`src/rtl/ptw_pkg.sv`:
```
package ptw_pkg;
  localparam int AW     = 32;
  localparam int DOM_W  = 4;
  localparam int AP_W   = 2;
  localparam int N_QTR  = 4;
  localparam int QSEL_W = $clog2(N_QTR);

  typedef enum logic [1:0] {
    MAP_SECTION = 2'd0,
    MAP_LARGE   = 2'd1,
    MAP_SMALL   = 2'd2,
    MAP_TINY    = 2'd3
  } map_size_e;

  typedef enum logic [1:0] {
    L1_FAULT   = 2'b00,
    L1_COARSE  = 2'b01,
    L1_SECTION = 2'b10,
    L1_FINE    = 2'b11
  } l1_kind_e;

  typedef enum logic [2:0] {
    S_IDLE, S_L1_RD, S_L1_WT, S_L2_RD, S_L2_WT, S_DONE
  } walk_state_e;

  typedef struct packed {
    logic [AW-1:0]    pa;
    map_size_e        size;
    logic [DOM_W-1:0] domain;
    logic [AP_W-1:0]  ap;
    logic             fault;
    logic             fault_lvl;
  } walk_result_t;
endpackage

```
`src/rtl/ptw_l1_decode.sv`:
```
module ptw_l1_decode
  import ptw_pkg::*;
(
  input  logic [AW-1:0] desc,
  input  logic [AW-1:0] va,
  output l1_kind_e      kind,
  output logic [AW-1:0] l2_addr,
  output walk_result_t  sect_res
);
  logic unused_l1;
  assign unused_l1 = ^{desc[9], desc[4:2], va[31:20]};

  always_comb begin
    kind = l1_kind_e'(desc[1:0]);
    if (kind == L1_FINE) l2_addr = {desc[31:12], va[19:10], 2'b00};
    else                 l2_addr = {desc[31:10], va[19:12], 2'b00};
    sect_res        = '0;
    sect_res.domain = desc[8:5];
    if (kind == L1_SECTION) begin
      sect_res.pa   = {desc[31:20], va[19:0]};
      sect_res.size = MAP_SECTION;
      sect_res.ap   = desc[11:10];
    end else if (kind == L1_FAULT) begin
      sect_res.domain    = '0;
      sect_res.fault     = 1'b1;
      sect_res.fault_lvl = 1'b0;
    end
  end
endmodule

```
`src/rtl/ptw_l2_decode.sv`:
```
module ptw_l2_decode
  import ptw_pkg::*;
(
  input  logic [AW-1:0]    desc,
  input  logic [AW-1:0]    va,
  input  logic             fine_tbl,
  input  logic [DOM_W-1:0] domain,
  output walk_result_t     res
);
  logic [AP_W-1:0] ap_q [N_QTR];
  logic unused_l2;
  assign unused_l2 = ^{desc[3:2], va[31:16]};

  for (genvar g = 0; g < N_QTR; g++) begin : g_ap
    assign ap_q[g] = desc[4 + AP_W*g +: AP_W];
  end

  always_comb begin
    res        = '0;
    res.domain = domain;
    unique case (desc[1:0])
      2'b01: begin
        res.pa   = {desc[31:16], va[15:0]};
        res.size = MAP_LARGE;
        res.ap   = ap_q[va[15:14]];
      end
      2'b10: begin
        res.pa   = {desc[31:12], va[11:0]};
        res.size = MAP_SMALL;
        res.ap   = ap_q[va[11:10]];
      end
      2'b11: begin
        if (fine_tbl) begin
          res.pa   = {desc[31:10], va[9:0]};
          res.size = MAP_TINY;
          res.ap   = ap_q[0];
        end else begin
          res.fault     = 1'b1;
          res.fault_lvl = 1'b1;
        end
      end
      default: begin
        res.fault     = 1'b1;
        res.fault_lvl = 1'b1;
      end
    endcase
  end
endmodule

```
`src/rtl/ptw_walker.sv`:
```
module ptw_walker
  import ptw_pkg::*;
(
  input  logic             clk,
  input  logic             rst_n,
  input  logic             req_valid,
  output logic             req_ready,
  input  logic [AW-1:0]    req_va,
  input  logic [AW-1:0]    req_ttb,
  output logic             mem_rd_valid,
  input  logic             mem_rd_ready,
  output logic [AW-1:0]    mem_rd_addr,
  input  logic             mem_rsp_valid,
  output logic             mem_rsp_ready,
  input  logic [AW-1:0]    mem_rsp_data,
  output logic             resp_valid,
  input  logic             resp_ready,
  output logic [AW-1:0]    resp_pa,
  output logic [1:0]       resp_size,
  output logic [DOM_W-1:0] resp_domain,
  output logic [AP_W-1:0]  resp_ap,
  output logic             resp_fault,
  output logic             resp_fault_lvl
);
  walk_state_e      state;
  logic [AW-1:0]    va_q;
  logic [AW-1:0]    addr_q;
  logic             fine_q;
  logic [DOM_W-1:0] dom_q;
  walk_result_t     res_q;

  l1_kind_e      l1_kind;
  logic [AW-1:0] l2_addr;
  walk_result_t  l1_res;
  walk_result_t  l2_res;

  logic unused_ttb;
  assign unused_ttb = ^req_ttb[13:0];

  ptw_l1_decode u_l1 (
    .desc     (mem_rsp_data),
    .va       (va_q),
    .kind     (l1_kind),
    .l2_addr  (l2_addr),
    .sect_res (l1_res)
  );

  ptw_l2_decode u_l2 (
    .desc     (mem_rsp_data),
    .va       (va_q),
    .fine_tbl (fine_q),
    .domain   (dom_q),
    .res      (l2_res)
  );

  always_ff @(posedge clk or negedge rst_n) begin
    if (!rst_n) begin
      state  <= S_IDLE;
      va_q   <= '0;
      addr_q <= '0;
      fine_q <= 1'b0;
      dom_q  <= '0;
      res_q  <= '0;
    end else begin
      unique case (state)
        S_IDLE: if (req_valid) begin
          va_q   <= req_va;
          addr_q <= {req_ttb[31:14], req_va[31:20], 2'b00};
          state  <= S_L1_RD;
        end
        S_L1_RD: if (mem_rd_ready) state <= S_L1_WT;
        S_L1_WT: if (mem_rsp_valid) begin
          if (l1_kind == L1_SECTION || l1_kind == L1_FAULT) begin
            res_q <= l1_res;
            state <= S_DONE;
          end else begin
            addr_q <= l2_addr;
            fine_q <= (l1_kind == L1_FINE);
            dom_q  <= l1_res.domain;
            state  <= S_L2_RD;
          end
        end
        S_L2_RD: if (mem_rd_ready) state <= S_L2_WT;
        S_L2_WT: if (mem_rsp_valid) begin
          res_q <= l2_res;
          state <= S_DONE;
        end
        S_DONE: if (resp_ready) state <= S_IDLE;
        default: state <= S_IDLE;
      endcase
    end
  end

  assign req_ready      = (state == S_IDLE);
  assign mem_rd_valid   = (state == S_L1_RD) || (state == S_L2_RD);
  assign mem_rd_addr    = addr_q;
  assign mem_rsp_ready  = (state == S_L1_WT) || (state == S_L2_WT);
  assign resp_valid     = (state == S_DONE);
  assign resp_pa        = res_q.pa;
  assign resp_size      = res_q.size;
  assign resp_domain    = res_q.domain;
  assign resp_ap        = res_q.ap;
  assign resp_fault     = res_q.fault;
  assign resp_fault_lvl = res_q.fault_lvl;
endmodule

```
`config.mk`:
```
export PLATFORM = sky130hd
export DESIGN_NAME = ptw_walker
export DESIGN_NICKNAME = d
export VERILOG_FILES = /design/src/rtl/ptw_pkg.sv /design/src/rtl/ptw_l1_decode.sv /design/src/rtl/ptw_l2_decode.sv /design/src/rtl/ptw_walker.sv
export SDC_FILE = /design/constraint.sdc
export NUM_CORES = 1
export LEC_CHECK = 0
export ABC_AREA = 0
export BUFFER_PORTS_ARGS = -buffer_cell sky130_fd_sc_hd__buf_2
export CORE_MARGIN = 5
export CORE_UTILIZATION = 35
export DETAILED_ROUTE_END_ITERATION = 8
export GPL_TIMING_DRIVEN = 0
export SETUP_SLACK_MARGIN = 0.1
export SLEW_MARGIN = 10
export SYNTH_ARGS = -nofsm -noshare
export SYNTH_HDL_FRONTEND = slang
export SYNTH_SLANG_ARGS = --single-unit
```
`constraint.sdc`:
```
create_clock -name clk -period 5.6 [get_ports clk]
set_input_delay 0.56 -clock clk [delete_from_list [all_inputs] [get_ports clk]]
set_output_delay 0.56 -clock clk [all_outputs]
set_load 0.05 [all_outputs]
```
## Word level (Yosys, flattened, before mapping)

Cells that the tools add are included.

| operators by class | value |
|---|---|
| magnitude comparators | 2 |
| eq/ne operators | 16 |
| muxes and demuxes | 35 |
| bitwise operators | 3 |
| reductions and logical operators | 13 |

Operator list:

| kind | number |
|---|---|
| 42-bit two-way mux | 3 |
| 34-bit case mux with 3 select lines | 1 |
| 32-bit two-way mux | 3 |
| 42-bit case mux with 2 select lines | 1 |
| 34-bit two-way mux | 2 |
| 32-bit case mux with 2 select lines | 1 |
| 3-bit two-way mux | 7 |
| 2-bit two-way mux | 9 |
| 3-bit case mux with 6 select lines | 1 |
| 2-bit != test, second input constant | 7 |
| 12-bit two-way mux | 1 |
| 2-bit binary-select mux with 2-bit select | 2 |
| 4-bit two-way mux | 2 |
| 4-bit AND reduction | 2 |
| 3-bit by 2-bit == test with 1-bit output, second input constant | 2 |
| 3-bit == test, second input constant | 2 |
| 3-bit greater-or-equal comparator, second input constant | 2 |
| 2-bit NOT with 3-bit output | 2 |
| 2-bit case mux with 3 select lines | 1 |
| 6-bit AND reduction | 1 |
| 2-bit == test, second input constant | 2 |
| 2-bit case mux with 2 select lines | 1 |
| 2-bit nonzero test | 2 |
| 3-bit by 1-bit == test with 1-bit output, second input constant | 1 |
| 9 further kinds | 11 |

| storage, ports and cells | value |
|---|---|
| bits in registers | 102 |
| bits of input ports | 102 |
| output and inout port bits | 78 |
| word-level logic and storage cells | 80 |

## Longest topological paths before layout

Gate-level depths: netlist of run 1.

| depth | value |
|---|---|
| word-level depth | 7 |
| depth in mapped cells | 8 |

## Hierarchy

A second synthesis of run 1 with hierarchy kept.

| second synthesis, totals | value |
|---|---|
| cells, all modules | 517 |
| area total of the unflattened synthesis | 6,590.1 um^2 |

Modules (own cells, without submodules):

| module | instances | cells each | area an instance (um^2) | sequential area each (um^2) |
|---|---|---|---|---|
| ptw_walker | 1 | 353 | 5,303.8 | 2,852.7 |
| ptw_l2_decode | 1 | 82 | 648.1 | 0.0 |
| ptw_l1_decode | 1 | 82 | 638.1 | 0.0 |

## Least setup slack after synthesis of run 1

No wires, ideal clock.

| timing path | value |
|---|---|
| path type | register to register |
| start point | register state[0] |
| end point | register va_q[0] |
| setup time | 0.125 ns |
| arrival time | 2.591 ns |
| slack | 2.885 ns |
| stages on the path, launching flop included | 6 |
| path buffers | 2 |
| clock period less this slack | 2.715 ns |
| cell sequence | dfrtp_1 > clkbuf_1 > nor3_1 > and2_1 > buf_2 > mux2_2 |

| on the way | value |
|---|---|
| word-level cells in the longest chain between the ends | 2 |

RTL lines:

| element | RTL line | source |
|---|---|---|
| start, declared | ptw_walker.sv:25 | `walk_state_e state;` |
| start signal, assigned | ptw_walker.sv:58 | `state <= S_IDLE;` |
| start signal, assigned | ptw_walker.sv:69 | `state <= S_L1_RD;` |
| start signal, assigned | ptw_walker.sv:71 | `S_L1_RD: if (mem_rd_ready) state <= S_L1_WT;` |
| 3-bit logical NOT | n/a |  |
| via req_ready | ptw_walker.sv:7 | `output logic req_ready,` |
| 2-bit AND reduction (no line) | n/a |  |
| end signal, assigned | ptw_walker.sv:67 | `va_q <= req_va;` |
| end, declared | ptw_walker.sv:26 | `logic [AW-1:0] va_q;` |

The timed path passes the listed nets, and every way through them passes these cells.
A chain may end at the register's enable or synchronous reset.

## Worst setup path after layout of run 1

| timing path | value |
|---|---|
| start point | register state[0] |
| end point | output mem_rsp_ready |

| on the way | value |
|---|---|
| word-level cells in the longest chain between the ends | 2 |
| elaborated cells between the ends (all ways) | 3 |
| those cells by class | 2 x eq/ne; 1 x reduce/logical |

RTL lines:

| element | RTL line | source |
|---|---|---|
| 3-bit by 2-bit == test with 1-bit output or 3-bit == test (tied branches) | ptw_walker.sv:97 | `assign mem_rsp_ready = (state == S_L1_WT) \|\| (state == S_L2_WT);` |
| 1-bit logical OR (*) | ptw_walker.sv:97 |  |
| end, declared | ptw_walker.sv:14 | `output logic mem_rsp_ready,` |

Every way passes the cells marked *; elsewhere a longest branch is shown, timed or not.

==> results.cfg, run 1 <==
[run_status]
outcome = complete, no violations

[routing]
ant_nets = 0
viasPerCell = 5.09
first_pass_iters = 4
route.detailed.drc = 0
drt_iter0_drc = 215
wl_um = 14100
vias = 3969
wl_per_cell_um = 18.1

[die]
core_um2 = 13300
die_area_um2 = 16100
die-height_um = 127
ioPinCount = 180
start_util = 0.359
die_w_um = 127
num_rows = 42

[sta]
rsz0062_at_grt = no
timing.fmax_mhz = 340
slew_viol_final = 0
skew_ns = 0.00845
setup_viol = 0
tns_ns = 0
finalCritPeriodShare = 0.525
worst_pin_slew_ns = 0.671
finalCriticalPeriod_ns = 2.94
timing.hold.ws_ns = 0.230
hold_viol_final = 0
slew_headroom = 0.552

[logic_synthesis]
syn_area_um2 = 4790
yosys_warnings = 0
synth_area_per_cell_um2 = 11.2
ys_seq_elements = 100
syn_inst = 426
synth.distinct_cells = 43
seq_area_frac_synth = 0.522

[power_and_ir_drop]
leakage_nw = 2.99
internal_power_mw = 2.04
power_frac_seq = 0.318
power_frac_clock = 0.149
power_density_nw_per_um2 = 662
swShare = 0.497
p_switching_mw = 2.02
power_frac_comb = 0.533
ir_worst_vdd_v = 0.000410
total_power_mw = 4.06

[clock_network]
insertion_delay_ns = 0.35
cts_resized = 0
cts_setup_buffers = 0
cts_buffers = 9
clock-sinks = 100
cts_tree = yes
clk_pin_slew_ns = 0.07
hold_buffers = 0
clockRootBuffer = clkbuf_16
htreeDepth = 3
clockBufferDepth = 2

[critical_path]
required_ns = 5.04
cp_common_cell = clkbuf_1
cp_cell_sequence = clkbuf_1, nor3b_2, clkbuf_1, nand2b_1, buf_2
crit_arrival_ns = 2.38
critPathMaxFanout = 10
crit_type = reg2out
startpoint = state[0]
slowest_delay_ns = 0.51
crit_slowest_cell = nor3b_2
cp-end-kind = output pin
crit_path_start_kind = flip-flop
worstReg2RegStart = state[1]

[hold_path]
min_path_type = in2async

[placement]
gp_congestion = 0.769
dp_hpwl_um = 11000
numPortBuffers = 161

[grt]
grt_start_max_net_pins = 52
overflow = 0
grt_usage = 0.178
grt_pass1_wl_um = 22600
grt_pass1_vias = 4202
antenna_found_initial = 3

[layout]
nFillCells = 1322
insertedDiodeCount = 0
area_growth_pct = 28.0
drive_gt1_frac = 0.401
nNetsFinal = 708

[flow_run]
max-cap-violations = 0
==> synthesized netlist by cell type, drive strengths merged <==
cell type  count  share of area
clkbuf        17          0.013
nand2b         4         0.0052
mux4           2         0.0094
a21o           2         0.0031
dfrtp        100           0.52
nor2b          6         0.0078
o21ai         49          0.051
o211ai         1         0.0016
or4b           1         0.0021
mux2          40          0.094
nor2           5         0.0044
nor3           2         0.0021
o21ba          1         0.0021
buf           15          0.020
nand3          7         0.0073
a21oi         11          0.011
or2            1         0.0013
mux2i         32          0.067
o31ai          2         0.0031
and2           5         0.0071
ha             6          0.016
o22ai          1         0.0013
a2111oi        1         0.0031
nor4bb         1         0.0021
inv            5         0.0039
o31a           1         0.0018
a32oi          2         0.0037
o21a           1         0.0016
a31o           2         0.0037
nand2         55          0.043
or3b           1         0.0018
o2bb2ai        6          0.011
a22oi          6         0.0094
a31oi          6         0.0078
o22a           1         0.0018
nor3b          2         0.0052
a22o          25          0.046
conb           1        0.00078
==> critical path: cells and delay by family (launching register included) <==
family / cells / cell delay [ns]
buffers and inverters: 3 / 0.88
AND/OR/NAND/NOR: 2 / 0.70
flip-flops: 1 / 0.44
==> metal layers <==
metal,part of all wire,global-route usage,vias up
li1,-,-,1885
met1,0.43,0.230,1929
met2,0.48,0.286,134
met3,0.073,0.0655,15
met4,0.0079,0.0397,6
met5,0.0033,0,-
==> per-stage QoR <==
stage,setup WS (ns),util,cells,cell area (um^2)
2_1_floorplan,2.88,-,427,4790
3_3_place_gp,2.79,0.436,764,5820
3_5_place_dp,2.73,0.438,765,5850
4_1_cts,2.60,0.459,780,6130
5_1_grt,2.44,0.459,780,6130
6_report,2.66,0.459,780,6130
==> power groups by stage <==
stage | Sequential [mW] | Clock [mW] | Combinational (mW)
after floorplan | 2.11 | 0 | 0.796
after global placement | 1.28 | 0 | 2.15
after detailed placement | 1.30 | 0 | 2.20
after CTS | 1.29 | 0.625 | 2.20
after global routing | 1.34 | 0.652 | 2.32
final | 1.29 | 0.606 | 2.17
==> cell usage in the layout, fill, tap and decap left out, drive strengths merged, types with 2 or more instances in the layout <==
cell type  count
a21o           2
a32oi          2
a22oi          6
nor3           2
conb           2
o21ai         49
ha             6
and2           5
nor3b          2
buf          177
mux2i         32
inv            5
a21oi         11
mux4           2
o2bb2ai        6
a31oi          6
nand2         55
nand3          7
clkbuf        27
a22o          25
clkinv         4
a31o           2
dfrtp        100
nand2b         4
mux2          40
nor2b          6
o31ai          2
nor2           5
==> state kept, by name, indices dropped and copies added, names as in the netlist <==
signal          count
dom_q               4
fine_q              1
mem_rd_addr        30
resp_ap             2
resp_domain         4
resp_fault          1
resp_fault_lvl      1
resp_pa            32
resp_size           2
state               3
va_q               20
==> layout make-up <==
cell class              count  area [um^2]  share of cell area
repair buffers            162          836               0.136
well taps                 176          220              0.0359
inverters                   5         18.8             0.00306
clock inverters             5         53.8             0.00877
flip-flops and latches    100         2500               0.408
multi-input cells         290         2110               0.344
clock buffers              10          229              0.0373
plain buffers              32          161              0.0263
==> final timing paths <==
check | slack (ns) | depth (start not counted) | end
setup / recovery | 2.66 | 5 | mem_rsp_ready
hold / removal | 0.23 | 1 | mem_rd_addr[28]
setup reg to reg | 3.33 | 6 | resp_pa[30]
hold reg to reg | 0.48 | 2 | mem_rd_addr[24]
max in group asynchronous | 4.67 | 2 | va_q[12]
min in group clk | 0.44 | 3 | va_q[15]
==> cell families (layout without fill, tap and decap cells) <==
family / count (synthesis) / in the layout / synth area share
compound gates: 118 / 118 / 0.164
simple gates: 90 / 90 / 0.0896
other cells: 1 / 2 / 0.000783
buf+inv: 37 / 214 / 0.0376
fa+ha+maj: 6 / 6 / 0.0157
mux: 74 / 74 / 0.170
flops: 100 / 100 / 0.522
(Power assumes the default switching activity.)
==> inputs of run 2 (changes only) <==
--- a/config.mk
+++ b/config.mk
@@ -5,7 +5,7 @@
 export SDC_FILE = /design/constraint.sdc
 export NUM_CORES = 1
 export LEC_CHECK = 0
-export ABC_AREA = 0
+export ABC_AREA = 1
 export BUFFER_PORTS_ARGS = -buffer_cell sky130_fd_sc_hd__buf_2
 export CORE_MARGIN = 5
 export CORE_UTILIZATION = 35
==> constraint.sdc (replaced) <==
create_clock -name clk -period 2.7 [get_ports clk]
set_input_delay 0.27 -clock clk [delete_from_list [all_inputs] [get_ports clk]]
set_output_delay 0.27 -clock clk [all_outputs]
set_load 0.05 [all_outputs]
==> results.cfg, run 2 <==
[placement]
numPortBuffers = 161
placed_area_um2 = 6050
gp_congestion = 0.850
dp_hpwl_um = 11600

[clock_network]
hold_buffers = 1
insertion_delay_ns = 0.35
clockRootBuffer = clkbuf_16
clk_pin_slew_ns = 0.08
cts_resized = 0
clockBufferDepth = 2
cts_tree = yes
htreeDepth = 3
clock-sinks = 100
cts_setup_buffers = 0
cts_buffers = 9

[run_status]
outcome = complete, no violations

[logic_synthesis]
synth-edff-count = 0
ys_seq_elements = 100
synth_most_common_cell = nand2_1
yosys_warnings = 0
ys.flop_type = dfrtp_1
yosysTopAreaCell = dfrtp_1
synth_top_area_share = 0.503
syn_area_um2 = 4980
synth_area_per_cell_um2 = 7.69
seq_area_frac_synth = 0.503
synth_common_cells = nand2_1, dfrtp_1, inv_1, o21ai_0, nor2_1
synth.distinct_cells = 25
async_reset_ff_frac = 1.00
yosys-top-cells-area = dfrtp_1, nand2_1, o21ai_0, inv_1, a21oi_1
syn_inst = 647

[power_and_ir_drop]
power_density_nw_per_um2 = 1340
total_power_mw = 8.48
ir_worst_vdd_v = 0.000589
leakage_nw = 3.52

[layout]
largest_register_ffs = 32
multi_input_area_um2 = 2030
drive_gt1_frac = 0.261
fin_util = 0.455
nNetsFinal = 930
area_growth_pct = 27.5
seqCellArea_um2 = 2500
nFillCells = 1442
mostFrequentLayoutCell = nand2_1
design_area_um2 = 6350
final_cell_mix = nand2_1, buf_2, dfrtp_1
insertedDiodeCount = 0

[die]
ioPinCount = 180
die_w_um = 129
die-height_um = 129
start_util = 0.357
core_um2 = 13900
die_area_um2 = 16700
num_rows = 43

[routing]
drt_iter0_drc = 224
vias = 4726
wl_per_cell_um = 15.0
first_pass_iters = 5
ant_nets = 0
viasPerCell = 4.69
route.detailed.drc = 0
wl_um = 15100

[grt]
grt_pass1_vias = 4637
grt_start_max_net_pins = 55
overflow = 0
grt_usage = 0.182
antenna_found_initial = 0
grt_pass1_wl_um = 23900

[flow_run]
max-cap-violations = 0

[critical_path]
crit_type = reg2reg
required_ns = 2.92
critical_path_depth = 7
r2r_cells = 7
crit_path_start_kind = flip-flop
cp-end-kind = flip-flop
critPathMaxFanout = 10
crit_slowest_cell = dfrtp_1
crit_arrival_ns = 2.20
cp_cell_sequence = inv_2, nand3_4, nor2_2, inv_2, a21oi_2, clkbuf_1, o21ai_0
cp_num_buf_inv = 3
cp_common_cell = inv_2
path_delay_family = buffers and inverters
slowest_delay_ns = 0.44

[sta]
finalCritPeriodShare = 0.735
rsz0062_at_grt = no
worst_pin_slew_ns = 0.573
skew_ns = 0.00563
slew_viol_final = 0
timing.fmax_mhz = 504
slew_headroom = 0.616
finalCriticalPeriod_ns = 1.99
setup_viol = 0
tns_ns = 0
hold_viol_final = 0

[hold_path]
hold_depth = 2
min_path_type = in2reg
[run 2: changes by cell type in the layout (fill, tap and decap cells not counted), moves of 8 or more]
| cell | delta |
|---|---|
| mux2i_1 | -32 |
| a21oi_1 | +27 |
| o21ai_0 | +23 |
| inv_1 | +68 |
| nand2_1 | +166 |
| nor2_1 | +36 |
| mux2_2 | -30 |
| nand3_1 | +27 |
| a22o_1 | -25 |
| clkbuf_1 | -8 |
[run 2: cell type report]
type | count | share of cell area
Buffer | 31 | 0.0260
Clock buffer | 9 | 0.0355
Clock inverter | 7 | 0.0101
Inverter | 76 | 0.0450
Multi-Input combinational cell | 441 | 0.320
Sequential cell | 100 | 0.394
Tap cell | 180 | 0.0355
Timing Repair Buffer | 163 | 0.134
[run 2: metal layers]
metal | vias to the layer above | global-route usage | wire, um
li1 | 2390 | - | -
met1 | 2163 | 0.254 | 7050
met2 | 152 | 0.284 | 6750
met3 | 21 | 0.0305 | 941
met4 | 0 | 0.0698 | 325
met5 | - | 0 | 0
[run 2: cells by family after synthesis]
group / synth area share
buffers and inverters: 0.0905
adder cells (fa/ha/maj): 0.0151
other: 0.000753
AND/OR/NAND/NOR: 0.239
flip-flops: 0.503
AO/OA/AOI/OAI: 0.129
multiplexers: 0.0226
[run 2: power by group]
| part | switching (mW) | leakage [nW] | internal [mW] |
|---|---|---|---|
| Combinational | 3.44 | 2.14 | 1.14 |
| Sequential | 0.416 | 1.24 | 2.20 |
| Clock | 0.630 | 0.136 | 0.647 |
[run 2: worst paths after layout]
kind	start	to	slack [ns]
worst min register to register	resp_pa[0]	resp_pa[0]	0.47
max in group asynchronous	rst_n	fine_q	1.64
min in group asynchronous	rst_n	mem_rd_addr[23]	0.44
worst min-delay path	req_va[2]	va_q[2]	0.15
worst max-delay path	state[2]	mem_rd_addr[18]	0.71
worst max register to register	state[2]	mem_rd_addr[18]	0.71
[run 2: stage by stage]
step	instances	hold slack (ns)	setup slack (ns)
finish	1007	0.148	0.715
global route	1007	0.133	0.503
CTS	1007	0.133	0.716
detailed placement	990	0.267	0.442
global placement	989	0.459	0.194
floorplan	648	-0.0256	0.853
==> inputs of run 3 (changes only) <==
--- a/config.mk
+++ b/config.mk
@@ -5,7 +5,7 @@
 export SDC_FILE = /design/constraint.sdc
 export NUM_CORES = 1
 export LEC_CHECK = 0
-export ABC_AREA = 1
+export ABC_AREA = 0
 export BUFFER_PORTS_ARGS = -buffer_cell sky130_fd_sc_hd__buf_2
 export CORE_MARGIN = 5
 export CORE_UTILIZATION = 35
==> constraint.sdc (replaced) <==
create_clock -name clk -period 1.8 [get_ports clk]
set_input_delay 0.18 -clock clk [delete_from_list [all_inputs] [get_ports clk]]
set_output_delay 0.18 -clock clk [all_outputs]
set_load 0.05 [all_outputs]
==> results.cfg, run 3 (synthesis gave the netlist of run 1 again) <==
[run_status]
outcome = finished with violations
violations = negative setup slack

[critical_path]
critPathMaxFanout = 5
path_delay_family = simple AND/OR/NAND/NOR gates
crit_type = reg2reg
cp_num_buf_inv = 2
crit_slowest_cell = dfrtp_1
crit_path_start_kind = flip-flop
crit_arrival_ns = 2.09
cp_common_cell = buf_6
required_ns = 2.04
cp_cell_sequence = buf_6, or3b_4, and2_4, buf_6, a22o_1, mux2_4
slowest_delay_ns = 0.41
cp-end-kind = flip-flop

[routing]
first_pass_iters = 4
drt_iter0_drc = 262
route.detailed.drc = 0
wl_um = 15300
vias = 4119
ant_nets = 0
wl_per_cell_um = 18.8
viasPerCell = 5.07

[hold_path]
min_path_type = in2reg

[sta]
worst_slack_ns = -0.0461
worst_pin_slew_ns = 0.563
finalCritPeriodShare = 1.03
slew_headroom = 0.625
finalCriticalPeriod_ns = 1.85
tns_ns = -0.142
hold_viol_final = 0
timing.hold.ws_ns = 0.0456
skew_ns = 0.0107
setup_viol = 4
timing.fmax_mhz = 542
rsz0062_at_grt = yes
slew_viol_final = 0

[die]
die_w_um = 127
die_area_um2 = 16100
ioPinCount = 180
num_rows = 42
start_util = 0.359
core_um2 = 13300
die-height_um = 127

[layout]
final_cells = 813
area_growth_pct = 46.9
nFillCells = 1222
largest_register_ffs = 32
seqCellArea_um2 = 2500
multi_input_area_um2 = 2440
mostFrequentLayoutCell = buf_2
drive_gt1_frac = 0.495
final_cell_mix = buf_2, dfrtp_1, nand2_1
nNetsFinal = 739
design_area_um2 = 7040

[placement]
dp_cells = 765
gp_congestion = 0.779
numPortBuffers = 161
placed_area_um2 = 5910
place_ws_ns = -0.643
dp_hpwl_um = 11000

[grt]
grt_pass1_vias = 4342
antenna_found_initial = 3
grt_usage = 0.185
grt_start_max_net_pins = 61
overflow = 0
grt_pass1_wl_um = 23300

[clock_network]
clk_pin_slew_ns = 0.07
cts_buffers = 9
htreeDepth = 3
clockRootBuffer = clkbuf_16
clock-sinks = 100
cts_tree = yes
clockBufferDepth = 2
insertion_delay_ns = 0.36

[power_and_ir_drop]
power_density_nw_per_um2 = 2020
ir_worst_vdd_v = 0.00113
leakage_nw = 3.38

[flow_run]
max-cap-violations = 0
==> run 3: repair_timing <==
action / 4_1_cts / 5_1_grt
pin swaps: 11 / 7
hold buffers: 1 / 0
gates cloned: 1 / 4
resized for setup: 87 / 34
setup endpoints to repair: 78 / 88
hold endpoints to repair: 40 / 0
buffers inserted: 21 / 5
==> run 3: worst paths after layout <==
| kind | startpoint | end | slack [ns] | cells past startpoint |
|---|---|---|---|---|
| max | state[2] | resp_pa[19] | -0.05 | 6 |
| min | req_va[15] | va_q[15] | 0.05 | 3 |
| max reg2reg | state[2] | resp_pa[19] | -0.05 | 6 |
| min reg2reg | mem_rd_addr[6] | mem_rd_addr[6] | 0.48 | 2 |
| max in group asynchronous | rst_n | resp_pa[18] | 0.75 | 3 |
| min in group asynchronous | rst_n | resp_pa[29] | 0.35 | 2 |
==> run 3: power by group <==
| group | switching (mW) | internal (mW) | total [mW] |
|---|---|---|---|
| logic | 5.11 | 2.87 | 7.98 |
| clock network | 0.875 | 1.26 | 2.14 |
| registers | 0.791 | 3.33 | 4.12 |
| total | 6.77 | 7.46 | 14.2 |
==> run 3: worst min-delay path, stage by stage <==
cell	delay [ns]
buf_2	0.09
nand2_1	0.04
o21ai_0	0.06
==> run 3: final cells by class <==
cell class                 instances  area share
buffer                            31      0.0436
antenna                            1    0.000356
clock buffer                      11      0.0345
tap                              176      0.0313
clock inverter                     5      0.0117
multi-input combinational        290       0.347
timing repair buffer             194       0.172
sequential                       100       0.356
inverter                           5     0.00320
==> run 3: metal layers <==
layer	vias to the layer above	track usage	part of all wire
li1	1948	-	-
met2	136	0.301	0.48
met1	2002	0.236	0.43
met3	27	0.0672	0.072
met5	-	0	0.0022
met4	6	0.0435	0.017
==> run 3: through the flow <==
stage,util,power (mW)
2_1_floorplan,-,9.16
3_3_place_gp,0.441,10.8
3_5_place_dp,0.443,11.0
4_1_cts,0.508,14.0
5_1_grt,0.527,15.0
6_report,0.527,14.2
